$ cat src/rtl/par_io_pkg.sv
package par_io_pkg;
  localparam int DATA_W = 8;
  localparam int ADDR_W = 2;

  typedef struct packed {
    logic wrA;
    logic wrB;
    logic wrC;
    logic wrCtl;
    logic rdEn;
    logic [ADDR_W-1:0] sel;
  } ioStrobe_t;
endpackage

$ cat src/rtl/par_io_ctrl.sv
module par_io_ctrl
  import par_io_pkg::*;
(
  input  logic clk,
  input  logic rst,
  input  logic csN,
  input  logic rdN,
  input  logic wrN,
  input  logic [ADDR_W-1:0] addr,
  input  logic [DATA_W-1:0] dataIn,
  output ioStrobe_t strb
);
  logic wrActive;
  logic modeOk;

  assign wrActive = !csN && !wrN;
  // Only plain I/O: flag bit set, strobed/bidirectional bits clear.
  assign modeOk = dataIn[7] && (dataIn[6:5] == 2'b00) && !dataIn[2];

  always_comb begin
    strb.wrA   = wrActive && (addr == 2'd0);
    strb.wrB   = wrActive && (addr == 2'd1);
    strb.wrC   = wrActive && (addr == 2'd2);
    strb.wrCtl = wrActive && (addr == 2'd3) && modeOk;
    strb.rdEn  = !csN && !rdN;
    strb.sel   = addr;
  end

  assert_cs_gate_R8: assert property (@(posedge clk) disable iff (rst)
    csN |-> !(strb.wrA || strb.wrB || strb.wrC || strb.wrCtl || strb.rdEn));

  assert_one_write_R5: assert property (@(posedge clk) disable iff (rst)
    $onehot0({strb.wrA, strb.wrB, strb.wrC, strb.wrCtl}));
endmodule

$ cat src/rtl/par_io_datapath.sv
module par_io_datapath
  import par_io_pkg::*;
#(
  parameter int PORT_W = DATA_W
) (
  input  logic clk,
  input  logic rst,
  input  ioStrobe_t strb,
  input  logic [PORT_W-1:0] dataIn,
  input  logic [PORT_W-1:0] portAIn,
  input  logic [PORT_W-1:0] portBIn,
  input  logic [PORT_W-1:0] portCIn,
  output logic [PORT_W-1:0] rdData,
  output logic [PORT_W-1:0] latA,
  output logic [PORT_W-1:0] latB,
  output logic [PORT_W-1:0] latC,
  output logic [PORT_W-1:0] oeA,
  output logic [PORT_W-1:0] oeB,
  output logic [PORT_W-1:0] oeC
);
  localparam int HALF = PORT_W / 2;

  logic dirA, dirB, dirCu, dirCl;
  logic [PORT_W-1:0] pinA, pinB, pinC;
  logic [PORT_W-1:0] readC;
  logic [PORT_W-1:0] ctlWord;
  logic [1:0] dirC;

  always_ff @(posedge clk) begin
    if (rst) begin
      dirA  <= 1'b1;
      dirB  <= 1'b1;
      dirCu <= 1'b1;
      dirCl <= 1'b1;
      latA  <= '0;
      latB  <= '0;
      latC  <= '0;
      pinA  <= '0;
      pinB  <= '0;
      pinC  <= '0;
    end else begin
      pinA <= portAIn;
      pinB <= portBIn;
      pinC <= portCIn;
      if (strb.wrCtl) begin
        dirA  <= dataIn[4];
        dirCu <= dataIn[3];
        dirB  <= dataIn[1];
        dirCl <= dataIn[0];
        latA  <= '0;
        latB  <= '0;
        latC  <= '0;
      end else begin
        if (strb.wrA) latA <= dataIn;
        if (strb.wrB) latB <= dataIn;
        if (strb.wrC) latC <= dataIn;
      end
    end
  end

  assign dirC = {dirCu, dirCl};

  genvar n;
  generate
    for (n = 0; n < 2; n++) begin : gNib
      assign readC[n*HALF +: HALF] = dirC[n] ? pinC[n*HALF +: HALF] : latC[n*HALF +: HALF];
      assign oeC[n*HALF +: HALF]   = {HALF{!dirC[n]}};
    end
  endgenerate

  assign oeA = {PORT_W{!dirA}};
  assign oeB = {PORT_W{!dirB}};

  always_comb begin
    ctlWord    = '0;
    ctlWord[7] = 1'b1;
    ctlWord[4] = dirA;
    ctlWord[3] = dirCu;
    ctlWord[1] = dirB;
    ctlWord[0] = dirCl;
  end

  always_comb begin
    case (strb.sel)
      2'd0:    rdData = dirA ? pinA : latA;
      2'd1:    rdData = dirB ? pinB : latB;
      2'd2:    rdData = readC;
      default: rdData = ctlWord;
    endcase
  end

  assert_hold_latA_R5: assert property (@(posedge clk) disable iff (rst)
    (!strb.wrA && !strb.wrCtl) |=> $stable(latA));

  assert_clear_latches_R4: assert property (@(posedge clk) disable iff (rst)
    strb.wrCtl |=> (latA == '0) && (latB == '0) && (latC == '0));
endmodule

$ cat src/rtl/par_io_port.sv
module par_io_port
  import par_io_pkg::*;
(
  input  logic clk,
  input  logic rst,
  input  logic csN,
  input  logic rdN,
  input  logic wrN,
  input  logic [1:0] addr,
  input  logic [7:0] dataIn,
  output logic [7:0] dataOut,
  output logic dataOe,
  input  logic [7:0] portAIn,
  output logic [7:0] portAOut,
  output logic [7:0] portAOe,
  input  logic [7:0] portBIn,
  output logic [7:0] portBOut,
  output logic [7:0] portBOe,
  input  logic [7:0] portCIn,
  output logic [7:0] portCOut,
  output logic [7:0] portCOe
);
  ioStrobe_t strb;

  par_io_ctrl ctrl_i (
    .clk(clk), .rst(rst), .csN(csN), .rdN(rdN), .wrN(wrN),
    .addr(addr), .dataIn(dataIn), .strb(strb)
  );

  par_io_datapath #(.PORT_W(DATA_W)) dp_i (
    .clk(clk), .rst(rst), .strb(strb), .dataIn(dataIn),
    .portAIn(portAIn), .portBIn(portBIn), .portCIn(portCIn),
    .rdData(dataOut), .latA(portAOut), .latB(portBOut), .latC(portCOut),
    .oeA(portAOe), .oeB(portBOe), .oeC(portCOe)
  );

  assign dataOe = strb.rdEn;

  assert_bus_oe_R8: assert property (@(posedge clk) disable iff (rst)
    dataOe |-> (!csN && !rdN));

  assert_bad_ctl_ignored_R3: assert property (@(posedge clk) disable iff (rst)
    (!csN && !wrN && addr == 2'd3 && !dataIn[7])
    |=> $stable(portAOe) && $stable(portBOe) && $stable(portCOe));

  assert_group_oe_R2: assert property (@(posedge clk) disable iff (rst)
    (portAOe == 8'h00 || portAOe == 8'hFF) && (portBOe == 8'h00 || portBOe == 8'hFF));
endmodule

$ cat config.mk
export PLATFORM = sky130hd
export DESIGN_NAME = par_io_port
export DESIGN_NICKNAME = d
export VERILOG_FILES = /design/src/rtl/par_io_pkg.sv /design/src/rtl/par_io_ctrl.sv /design/src/rtl/par_io_datapath.sv /design/src/rtl/par_io_port.sv
export SDC_FILE = /design/constraint.sdc
export NUM_CORES = 1
export LEC_CHECK = 0
export ABC_CLOCK_PERIOD_IN_PS = 2300
export BUFFER_PORTS_ARGS = -buffer_cell sky130_fd_sc_hd__buf_2
export CAP_MARGIN = 0
export CORE_ASPECT_RATIO = 0.7
export CORE_UTILIZATION = 47
export CTS_CLUSTER_DIAMETER = 200
export DETAILED_ROUTE_END_ITERATION = 8
export GPL_TIMING_DRIVEN = 0
export PLACE_DENSITY = 0.82
export SETUP_SLACK_MARGIN = 0.15
export SLEW_MARGIN = 20
export SYNTH_ARGS = -nofsm -noshare
export SYNTH_HDL_FRONTEND = slang
export SYNTH_HIERARCHICAL = 1
export SYNTH_SLANG_ARGS = --single-unit
$ cat constraint.sdc
create_clock -name clk -period 2.3 [get_ports clk]
set_clock_uncertainty 0.1 [all_clocks]
set_input_delay 0.23 -clock clk [delete_from_list [all_inputs] [get_ports clk]]
set_output_delay 0.23 -clock clk [all_outputs]
set_load 0.01 [all_outputs]
==> reports/results.txt, run 1 <==
The flow ran to the end, and the final reports show no timing, DRC or antenna violations. Type of the tightest min-delay check: in -> reg. The count of cell instances traversed by the critical path is 5. Setup repair after global routing left no endpoint under its margin. Counting tap cells, the placed design contains a total of 380 instances. TritonCTS built the clock tree. The area of the die came out at 5180 um2. The total number of nets in the final design was 371; the HPWL reported at the end of detailed placement was 4270 um. Mean number of vias per cell: 4.96. For this run, the number of Yosys warnings is 6. The worst setup path is captured at an output port. The tools report the endpoint of the lowest-slack register-to-register path as dp_i/dirA$_SDFFE_PP1P_. The tools report the via count of the first global-routing pass as 1,663. Once detail routing completed, the nets flagged for antenna violations numbered 0.

The count of cell types in the netlist is 30. Post-detailed-route wirelength per cell: 14.7 um. The x dimension of the die was 85.6 um; the number of buffers inserted by hold repair at cts was 0.

For the pin with the worst max-slew slack, the measured transition is 0.626 ns. At the end of routability-driven placement, the weighted congestion stood at 0.909. Setup violations remaining at the end of the flow were counted as 0. The floorplan step set the die height to 60.5 um. Synthesis inferred 52 register bits. The run gives 0 as the number of antenna diodes. The number of hold violations in the final report was 0. Entering global routing, the biggest net connects 17 pins. The number of port buffers is 95.

For this run, the register share of the synthesized area comes to 45.2%. Clock-pin slew was measured on the worst setup and hold paths at 0.09 ns. The cell family contributing the most delay on the critical path is buffers and inverters. The initialized floorplan defines 20 standard-cell rows. The fraction of the cycle the final worst path needs was 89.0%; the count of final max-slew check failures was 0. The highest net fanout along the worst path was 9; the global-route wire length before repair was 8540 um.

Total core area: 4500 um2. Once placement finished, the instance area stood at 2850 um2. The layout cell share with drive strength beyond 1 works out to 42.9%.

The H-tree depth was 2; the slack of the worst reg-to-reg path was 1.17 ns. Measured in cells, the most critical reg-to-reg path has a length of 3. For this run, the top clock speed supported by timing is 0.488 GHz. The worst setup path is launched from a flop.

The total overflow left after global routing is 0. The startpoint identified for the worst register-to-register timing path is dp_i/dirA$_SDFFE_PP1P_. The most common library cell in the layout ignoring fill and taps is buf_2. The tools report the global-route usage over all layers as 22.6%. The final non-filler cell total was 388.

The buffer levels on the longest clock path was 2. The critical path goes through buf_2 -> mux2_2 -> o22ai_1 -> a211oi_2 -> buf_2. For the final core utilization, the log shows 65.6%. Counting the fill cells in the layout gives 385.

The run gives 0 as the initial antenna violation count. The logs give 0 for the count of buffers added by post-CTS timing repair for setup and 0.000384 V for the worst voltage drop across the vdd grid. The number of nets in the synthesized netlist is 269. By instance count, the cell type seen most on the critical path is buf_2. The clock sink count was 52. The data arrival time of the critical path is 1.72 ns, and the layout overhead on the synthesized area is 28.5%. The logs give 4 for the length of the first detailed-routing pass in iterations and 1.77 mW for the sum of internal, switching and leakage power. The power density over the cells is 599 nW/um2.

CTS placed an instance of clkbuf_8 at the clock tree root. Summed over all layers, the routed wires come to 5690 um. Initial standard-cell utilization of the core: 51.1%. Startpoint-to-endpoint class of the critical path: reg -> out.

Leaving out fill and tap cells, the most frequent cells in the layout are buf_2 (98), dfxtp_1 (52), mux2i_1 (36). Among all stages on the critical path, the largest delay is contributed by mux2_2. After detailed routing, the number of remaining DRC violations is 0. Counting every instance in the synthesized netlist gives 230. The clock reaches the later pin of the worst-skew pair after 0.30 ns. The max-cap check violation count was 0; the buffering stage count on the worst path with inverters included was 2.

The final route contains 1,923 vias. The run gives 0 ns as the total negative slack for setup checks. The most critical setup path has its endpoint at dataOut[4]. The number of clock buffers added by TritonCTS is 5. Post-CTS repair changed the size of 0 cells. After the first detailed-routing iteration, the DRC count stood at 134. Counting I/O delays and the setup requirement, the final critical path takes 2.05 ns. The final design area excluding fillers came out at 2960 um2. At the worst endpoint, the required time is 1.97 ns. The most critical setup path has its startpoint at dp_i/dirB$_SDFFE_PP1P_. On the worst path, the slowest cell contributes a delay of 0.38 ns. The average instance in the mapped netlist occupies 10.0 um2. The cell area that synthesis handed to floorplanning was 2300 um2. Headroom to the max-slew limit: 58.2%. Summed over all cells, the static leakage comes to 1.51 nW. The total I/O pin count was 96.
[cell usage after synthesis]
library cell	number	area, um2
a211oi_1	1	7.51
a211oi_2	1	12.5
a31oi_1	3	18.8
buf_1	2	7.51
buf_2	3	15.0
buf_4	22	165
buf_6	5	56.3
clkbuf_1	2	7.51
clkbuf_2	1	5.00
dfxtp_1	52	1040
inv_1	6	22.5
mux2_2	8	90.1
mux2i_1	36	360
nand2_1	6	22.5
nand2b_1	2	12.5
nand3_1	1	5.00
nand3b_1	1	7.51
nor2_1	25	93.8
nor2b_1	25	156
nor3_1	1	5.00
nor4_1	1	6.26
nor4_2	1	12.5
nor4b_1	2	17.5
o211ai_1	4	30.0
o21ai_0	6	30.0
o21ai_1	2	10.0
o22a_1	4	35.0
o22ai_1	4	25.0
or2_1	2	12.5
or4b_1	1	10.0
[area by class of cell]
class / instances / area [um2] / share of cell area, %
inverters: 6 / 22.5 / 0.762
repair buffers: 95 / 475 / 16.1
flip-flops and latches: 52 / 1040 / 35.2
clock buffers: 6 / 72.6 / 2.45
well taps: 55 / 68.8 / 2.33
plain buffers: 35 / 256 / 8.68
clock inverters: 2 / 38.8 / 1.31
multi-input cells: 137 / 981 / 33.2
[metrics by stage]
stage | hold WS, ns | setup slack, ns
after floorplan | 0.202 | 0.562
after global placement | 0.340 | 0.333
after detailed placement | 0.343 | 0.306
after CTS | 0.0188 | 0.271
after global routing | 0.0231 | 0.209
final | 0.0252 | 0.252
[where the power goes]
part           internal (mW)  switching [mW]  total, mW
clock network          0.329           0.294      0.623
logic                 0.0973           0.104      0.201
registers              0.931          0.0144      0.946
total                   1.36           0.412       1.77
[registers in the layout, indices dropped and copies added, names as in the netlist]
signal	count
dp_i/pinA	8
dp_i/dirCl	1
dp_i/pinB	8
dp_i/dirA	1
dp_i/pinC	8
dp_i/latC	8
dp_i/dirCu	1
dp_i/latB	8
dp_i/dirB	1
dp_i/latA	8
[worst min path at each step]
stage	startpoint	end	slack, ns	depth (start not counted)
after floorplan	rst	dp_i/pinA[7]$_SDFF_PP0_	0.20	1
after global placement	portAIn[4]	dp_i/pinA[4]$_SDFF_PP0_	0.34	2
after detailed placement	portBIn[4]	dp_i/pinB[4]$_SDFF_PP0_	0.34	2
after CTS	portBIn[4]	dp_i/pinB[4]$_SDFF_PP0_	0.02	2
after global routing	portCIn[5]	dp_i/pinC[5]$_SDFF_PP0_	0.02	2
final	portBIn[4]	dp_i/pinB[4]$_SDFF_PP0_	0.03	2
[cell families after synthesis]
family	after synthesis	synth area share, %
flops	52	45.2
simple gates	68	15.7
buf+inv	41	12.1
mux	44	19.6
compound gates	25	7.34
[per-layer routing]
metal / vias to the layer above / share of wire [%] / track usage [%]
met4: 0 / 0.81 / 7.14
met3: 7 / 6.9 / 5.99
li1: 963 / - / -
met2: 82 / 43 / 34.6
met5: - / 0 / 0
met1: 871 / 49 / 31.5
Power figures use the tool's default switching activity.
==> run 2: changes to the inputs <==
ABC_AREA = 1   (was not set)
CORE_UTILIZATION = 48   (was 47)
==> run 2 against run 1 <==
Compared with the run above: highest routed layer unchanged; utilization down 1.9 points; fmax is 2.3% higher; synthesized cell count is 46% higher.
==> reports/results.txt, run 2 <==
The flow ran to the end, and the final reports show no timing, DRC or antenna violations. The length of the first detailed-routing pass in iterations was 4 (unchanged). The clock share of power came out at 31.5% (-3.7 points). The number of flops mapped to enable cells by yosys is 0 (unchanged).

The number of gates given a new drive strength after cts came out at 0 (unchanged). The most common library cell in the layout ignoring fill and taps is buf_2. The share of power burned in combinational logic is 12.7% (+1.3 points), and the overall overflow remaining after global route is 0 (unchanged). The logs give 0 (unchanged) for the max-cap check violation count and 4870 um (+14%) for the HPWL reported at the end of detailed placement.

The total of fill cells in the finished design is 448 (+16%), and the transition time at the pin with the least slew margin is 0.811 ns (+0.185 ns). The tools report the number of hold violations in the final report as 0 (unchanged). The area share of the largest cell type after synthesis is 43.4% (-1.8 points).

Clock sink count: 52 (unchanged). The post-detailed-route wirelength per cell is 12.3 um (-16%). Clock period minus final worst setup slack: 2.00 ns (-0.0452 ns). The run gives 2400 um2 (+4.1%) as the synthesized cell area. Number of buffers inserted by hold repair at cts: 0 (unchanged). The area of the die was 5280 um2 (+1.9%). Total I/O pin count: 96 (unchanged).

The layout cell share with drive strength beyond 1 works out to 33.9% (-9.0 points). The sequential group share of total power was 55.8% (+2.4 points). The post-CTS clock slew at the launch and capture registers of the worst setup and hold paths is 0.09 ns (about the same). Buffer levels on the longest clock path: 2 (unchanged).

Post-synthesis net count: 375 (+39%). In the synthesized netlist the dominant register cell turns out to be dfxtp_1. The power density over the cells is 556 nW/um2 (-7.2%). The run gives 63.8% (-1.9 points) as the final core utilization. The commonest cells after synthesis are nand2_1 (78), inv_1 (56), dfxtp_1 (52), nor2_1 (31), a21oi_1 (27).

The via count of the routed design is 2,408 (+25%), and the average footprint of a synthesized cell is 7.13 um2 (-29%). For the post-synthesis sequential area ratio, the log shows 43.4% (-1.8 points). The startpoint kind of the worst setup timing path is a flop. The via count of the first global-routing pass was 1,982 (+19%); the final RePlAce weighted congestion was 0.869 (-4.4%). The global-route wire length before repair is 9360 um (+9.5%), and the worst hold slack is 0.0182 ns (-0.00706 ns).

The post-placement setup slack was 0.464 ns (+0.159 ns); the x dimension of the die was 86.4 um (+0.95%). For the placement-stage cell area, the log shows 2960 um2 (+4.0%). Walking the worst path, the cells encountered are clkinv_1 -> o211ai_1 -> nand3_1 -> buf_2.

Among all stages on the critical path, the largest delay is contributed by o211ai_1. The number of port buffers came out at 95 (unchanged). TritonCTS built the clock tree.

The dominant cell by count in the synthesized netlist was nand2_1. The run gives 0 (unchanged) as the number of failing setup endpoints in the final timing report. Total negative slack for setup checks: 0 ns (unchanged). Fraction of power spent switching nets: 25.5% (+2.2 points).

For the Yosys warning count, the log shows 6 (unchanged). Setup repair after global routing left no endpoint under its margin. The total number of nets in the final design came out at 477 (+29%).

The run gives 0.30 ns (about the same) as the source-to-sink clock delay at the later pin of the worst-skew pair. The initial standard-cell utilization of the core is 50.1% (-0.98 points), and the fraction of the cycle the final worst path needs is 87.1% (-2.0 points). Number of standard-cell rows in the floorplan: 21 (+5.0%). The maximum achievable frequency came out at 0.499 GHz (+2.3%). The delay contributed by the slowest stage of the critical path is 0.42 ns (+0.04 ns). The tightest min-delay check is of the in -> reg type. The tools report the count of cell types in the netlist as 23 (-23%).

The H-tree depth was 2 (unchanged); the total core area was 4780 um2 (+6.2%). Worst voltage drop across the vdd grid: 0.000318 V (-17%). In the post-synthesis netlist, the biggest area contributors are dfxtp_1 (43%), nand2_1 (12%), inv_1 (8.8%). For the number of antenna diodes, the log shows 0 (unchanged). The initial detailed-routing violation count is 241 (+80%). The critical path is of the reg -> out type. The global-route usage over all layers was 23.8% (+1.3 points); the largest net degree at the start of global routing was 16 (-1).

For the count of final max-slew check failures, the log shows 0 (unchanged). Compared with the post-synthesis result, the final layout area differs by 27.3%. The highest net fanout along the worst path was 15 (+6); the initial antenna violation count was 0 (unchanged).

The run gives 0.432 mW (+4.8%) as the net switching power. The share of synthesized registers carrying an async set or reset was 0% (unchanged). The count of buffers added by post-CTS timing repair for setup was 0 (unchanged).

Data arrival time of the critical path: 1.67 ns (-0.05 ns). The synthesized netlist cell count is 336 (+46%). The tools report the internal power as 1.26 mW (-7.0%). The tree is rooted in a clkbuf_8. The library cells used most frequently in the layout, excluding fill and tap cells, are buf_2 (100), nand2_1 (78), inv_1 (56). The mean number of vias per cell works out to 4.74 (-4.4%). The final design area excluding fillers was 3050 um2 (+3.2%); the headroom to the max-slew limit was 45.5% (-13 points). The CTS buffer count is 5 (unchanged). The tools report the number of nets with antenna violations after detailed routing as 0 (unchanged). The run gives 0.297 ns (+0.0452 ns) as the slack of the critical path. The post-synthesis sequential element count works out to 52 (unchanged). The tools report the total wire length after detailed routing as 6240 um (+9.6%). The reported leakage power came out at 1.68 nW (+12%). Floorplan die height: 61.1 um (+0.94%). The synthesized design spends more area on one cell type than any other, namely dfxtp_1.

The endpoint kind of the worst setup timing path was an output port. The run gives 1.97 ns (about the same) as the required time at the worst-slack endpoint. The number of DRC violations after detailed routing came out at 0 (unchanged).
-- run 2: changes by cell type in the layout (fill, tap and decap cells not counted), moves of 8 or more --
cell,previous run,this run
mux2_2,8,0
inv_1,6,56
nor2b_1,25,0
a21oi_1,0,27
o21ai_0,6,14
mux2i_1,36,0
nand2_1,6,78
nand3_1,1,14
-- run 2: per-stage QoR --
stage          total power, mW  std cells
2_1_floorplan             1.08        336
3_3_place_gp              1.18        500
3_5_place_dp              1.18        500
4_1_cts                   1.70        508
5_1_grt                   1.77        508
6_report                  1.69        508
-- run 2: worst max-delay path: cells and delay by family, from the launching register on --
kind                   cells  cell delay (ns)
DFF                        1             0.35
and+or+nand+nor            1             0.13
AOI/OAI and AO/OA          1             0.42
buffers and inverters      2             0.48
-- run 2: kinds of logic (layout without fill, tap and decap cells) --
logic type / after synthesis / count (layout) / share of synthesized area, %
and+or+nand+nor: 138 / 138 / 24.9
DFF: 52 / 52 / 43.4
buffers and inverters: 94 / 197 / 19.4
AOI/OAI and AO/OA: 52 / 52 / 12.2
-- run 2: power groups by stage --
stage | registers [mW] | clock network (mW) | logic [mW]
2_1_floorplan | 0.970 | 0 | 0.113
3_3_place_gp | 0.966 | 0 | 0.209
3_5_place_dp | 0.968 | 0 | 0.214
4_1_cts | 0.946 | 0.540 | 0.215
5_1_grt | 0.950 | 0.586 | 0.239
6_report | 0.946 | 0.533 | 0.215
-- run 2: worst paths after layout --
kind / start / end / slack, ns / cells after the start
max: dp_i/dirA$_SDFFE_PP1P_ / dataOut[2] / 0.30 / 4
min: portAIn[0] / dp_i/pinA[0]$_SDFF_PP0_ / 0.02 / 3
max reg2reg: dp_i/dirA$_SDFFE_PP1P_ / dp_i/dirA$_SDFFE_PP1P_ / 1.21 / 2
min reg2reg: dp_i/latA[3]$_SDFFE_PP0P_ / dp_i/latA[3]$_SDFFE_PP0P_ / 0.38 / 2
-- run 2: layout make-up --
type                            count  area, um2  area share [%]
Clock inverter                      2       10.0           0.328
Timing Repair Buffer               95        475            15.6
Tap cell                           69       86.3            2.83
Clock buffer                        6       82.6            2.71
Multi-Input combinational cell    190        890            29.2
Sequential cell                    52       1040            34.1
Buffer                             32        233            7.63
Inverter                           62        233            7.63
-- run 2: metal layers --
layer  vias up  GRT usage (%)  share of wire (%)
met4         0           5.71               0.59
met1      1087           34.0                 44
met5         -              0                  0
li1       1211              -                  -
met2       105           38.2                 45
met3         5           4.16                9.4
==> run 3: changes to the inputs <==
CORE_UTILIZATION = 50   (was 48)
CTS_BUF_LIST = sky130_fd_sc_hd__clkbuf_4 sky130_fd_sc_hd__clkbuf_8   (was not set)
PLACE_DENSITY = 0.85   (was 0.82)
==> run 3 against run 2 <==
Compared with the run above: the run now ends with DRC left; combinational power hardly changed; sequential cell count stayed put; power is 8.6% higher; via count is 2.0% higher; sequential power hardly changed; critical path depth stayed put; setup slack worse by 0.038 ns; final cell count is 2.8% lower; worst hold slack worse by 0.0043 ns; routed wire length is 0.34% higher; final area is 0.53% higher; die area is 3.9% lower; largest power group unchanged.
==> reports/results.txt, run 3 (synthesis results as in run 2) <==
The flow ran to the end, but the final reports show violations. The checks that failed: DRC. The tools report the maximum achievable frequency as 0.490 GHz (-1.9%). The mean number of vias per cell is 4.97 (+4.8%). The x dimension of the die is 84.7 um (-2.0%), and the layout overhead on the synthesized area is 28.0%.

The clock share of power was 36.8% (+5.3 points). The via count of the routed design was 2,455 (+2.0%). For the headroom to the max-slew limit, the log shows 54.4% (+8.9 points). Startpoint-to-endpoint class of the critical path: reg -> out.

The fraction of the cycle the final worst path needs came out at 88.7% (+1.7 points). The tools report the count of final max-slew check failures as 0 (unchanged). The logs give 0 ns (unchanged) for the total negative slack for setup checks and 5 (unchanged) for the CTS buffer count.

For the total number of nets in the final design, the log shows 477 (unchanged). The share of power burned in combinational logic came out at 11.8% (-0.9 points). Number of DRC violations after detailed routing: 7 (+7).

The reported leakage power came out at 1.70 nW (+0.80%). The number of gates given a new drive strength after cts is 0 (unchanged), and the initial antenna violation count is 0 (unchanged). For the final RePlAce weighted congestion, the log shows 0.934 (+7.4%). The max-cap check violation count is 0 (unchanged), and the number of antenna diodes is 0 (unchanged). The fraction of power spent switching nets was 23.7% (-1.8 points); the largest net degree at the start of global routing was 16 (unchanged). The worst setup path is launched from a flop. The run gives 0 (unchanged) as the overall overflow remaining after global route.

TritonCTS built the clock tree. The run gives 9760 um (+4.4%) as the global-route wire length before repair. The tools report the via count of the first global-routing pass as 2,129 (+7.4%). In this run the clock root is driven by a clkbuf_8. The logs give 1.71 ns (+0.04 ns) for the data arrival time of the critical path and 0.000440 V (+38%) for the worst voltage drop across the vdd grid. The internal power is 1.41 mW (+11%), and the length of the first detailed-routing pass in iterations is 7 (+3). Leaving out fill and tap cells, the most frequent cell in the layout is buf_2. The number of failing setup endpoints in the final timing report is 0 (unchanged), and the global-route usage over all layers is 25.6% (+1.8 points).

Total wire length after detailed routing: 6260 um (+0.34%). The number of port buffers was 95 (unchanged). The area of the die is 5080 um2 (-3.9%). In the layout the commonest cells are buf_2 (100), nand2_1 (78), inv_1 (56). For the number of nets with antenna violations after detailed routing, the log shows 0 (unchanged). Count of buffers added by post-CTS timing repair for setup: 0 (unchanged). The sum of internal, switching and leakage power was 1.84 mW (+8.6%); the H-tree depth was 2 (unchanged). The number of standard-cell rows in the floorplan was 20 (-4.8%).

The floorplan die height is 59.9 um (-2.0%). Setup repair after global routing left no endpoint under its margin. Layout cell share with drive strength beyond 1: 33.9% (unchanged). The clock sink count was 52 (unchanged). The tools report the slack of the critical path as 0.259 ns (-0.0381 ns). Total core area: 4480 um2 (-6.3%).

Final core utilization: 68.5% (+4.7 points). The post-placement setup slack was 0.522 ns (+0.0572 ns); the sequential group share of total power was 51.4% (-4.4 points). The transition time at the pin with the least slew margin came out at 0.679 ns (-0.132 ns).

The type of the tightest min-delay check is in -> reg. The post-detailed-route wirelength per cell is 12.7 um (+3.2%), and the post-CTS clock slew at the launch and capture registers of the worst setup and hold paths is 0.09 ns (about the same). The tools report the buffer levels on the longest clock path as 2 (unchanged). Clock period minus final worst setup slack: 2.04 ns (+0.0381 ns). Endpoint kind of the worst setup timing path: an output port. The net switching power is 0.436 mW (+0.79%), and the power density over the cells is 600 nW/um2 (+8.1%).

The HPWL reported at the end of detailed placement is 4710 um (-3.4%), and the initial standard-cell utilization of the core is 53.5% (+3.4 points). The tools report the initial detailed-routing violation count as 150 (-38%). The number of hold violations in the final report came out at 0 (unchanged). The total I/O pin count came out at 96 (unchanged). The logs give 1.97 ns (about the same) for the required time at the worst-slack endpoint and 0 (unchanged) for the number of buffers inserted by hold repair at cts.

The run gives 0.30 ns (about the same) as the source-to-sink clock delay at the later pin of the worst-skew pair. The highest net fanout along the worst path was 15 (unchanged).
## run 3: worst paths after layout
kind,start,endpoint,slack [ns],cells after the start
worst max-delay path,dp_i/dirA$_SDFFE_PP1P_,dataOut[2],0.26,4
worst min-delay path,portCIn[6],dp_i/pinC[6]$_SDFF_PP0_,0.01,3
worst max register to register,dp_i/dirA$_SDFFE_PP1P_,dp_i/dirA$_SDFFE_PP1P_,1.19,2
worst min register to register,dp_i/latA[7]$_SDFFE_PP0P_,dp_i/latA[7]$_SDFFE_PP0P_,0.37,2
## run 3: area by class of cell
class	count	area (um2)
Tap cell	55	68.8
Multi-Input combinational cell	190	890
Inverter	62	233
Timing Repair Buffer	95	475
Buffer	32	233
Fill cell	401	1410
Clock inverter	1	30.0
Sequential cell	52	1040
Clock buffer	7	96.3
## run 3: stage by stage
stage | hold WS [ns] | cells | instance area (um2)
4_1_cts | 0.0141 | 494 | 3070
3_3_place_gp | 0.330 | 486 | 2940
6_report | 0.0138 | 494 | 3070
3_5_place_dp | 0.336 | 486 | 2940
5_1_grt | 0.00961 | 494 | 3070
2_1_floorplan | 0.237 | 336 | 2400
## run 3: layer usage
metal	vias to the layer above	global-route usage, %	wire length, um
met5	-	0	0
met4	0	6.30	49
met3	7	6.77	612
met2	126	43.2	2780
met1	1113	33.3	2820
li1	1209	-	-
## run 3: power groups by stage
stage          Sequential [mW]  Clock [mW]  Combinational (mW)
2_1_floorplan            0.970           0               0.113
3_3_place_gp             0.966           0               0.207
3_5_place_dp             0.968           0               0.212
4_1_cts                  0.947       0.683               0.214
5_1_grt                  0.950       0.718               0.240
6_report                 0.947       0.678               0.216
## run 3: worst max-delay path, cell delays in order, from the launching register on
cell	delay, ns
dfxtp_1	0.36
clkinv_1	0.32
o211ai_1	0.42
nand3_1	0.14
buf_2	0.17
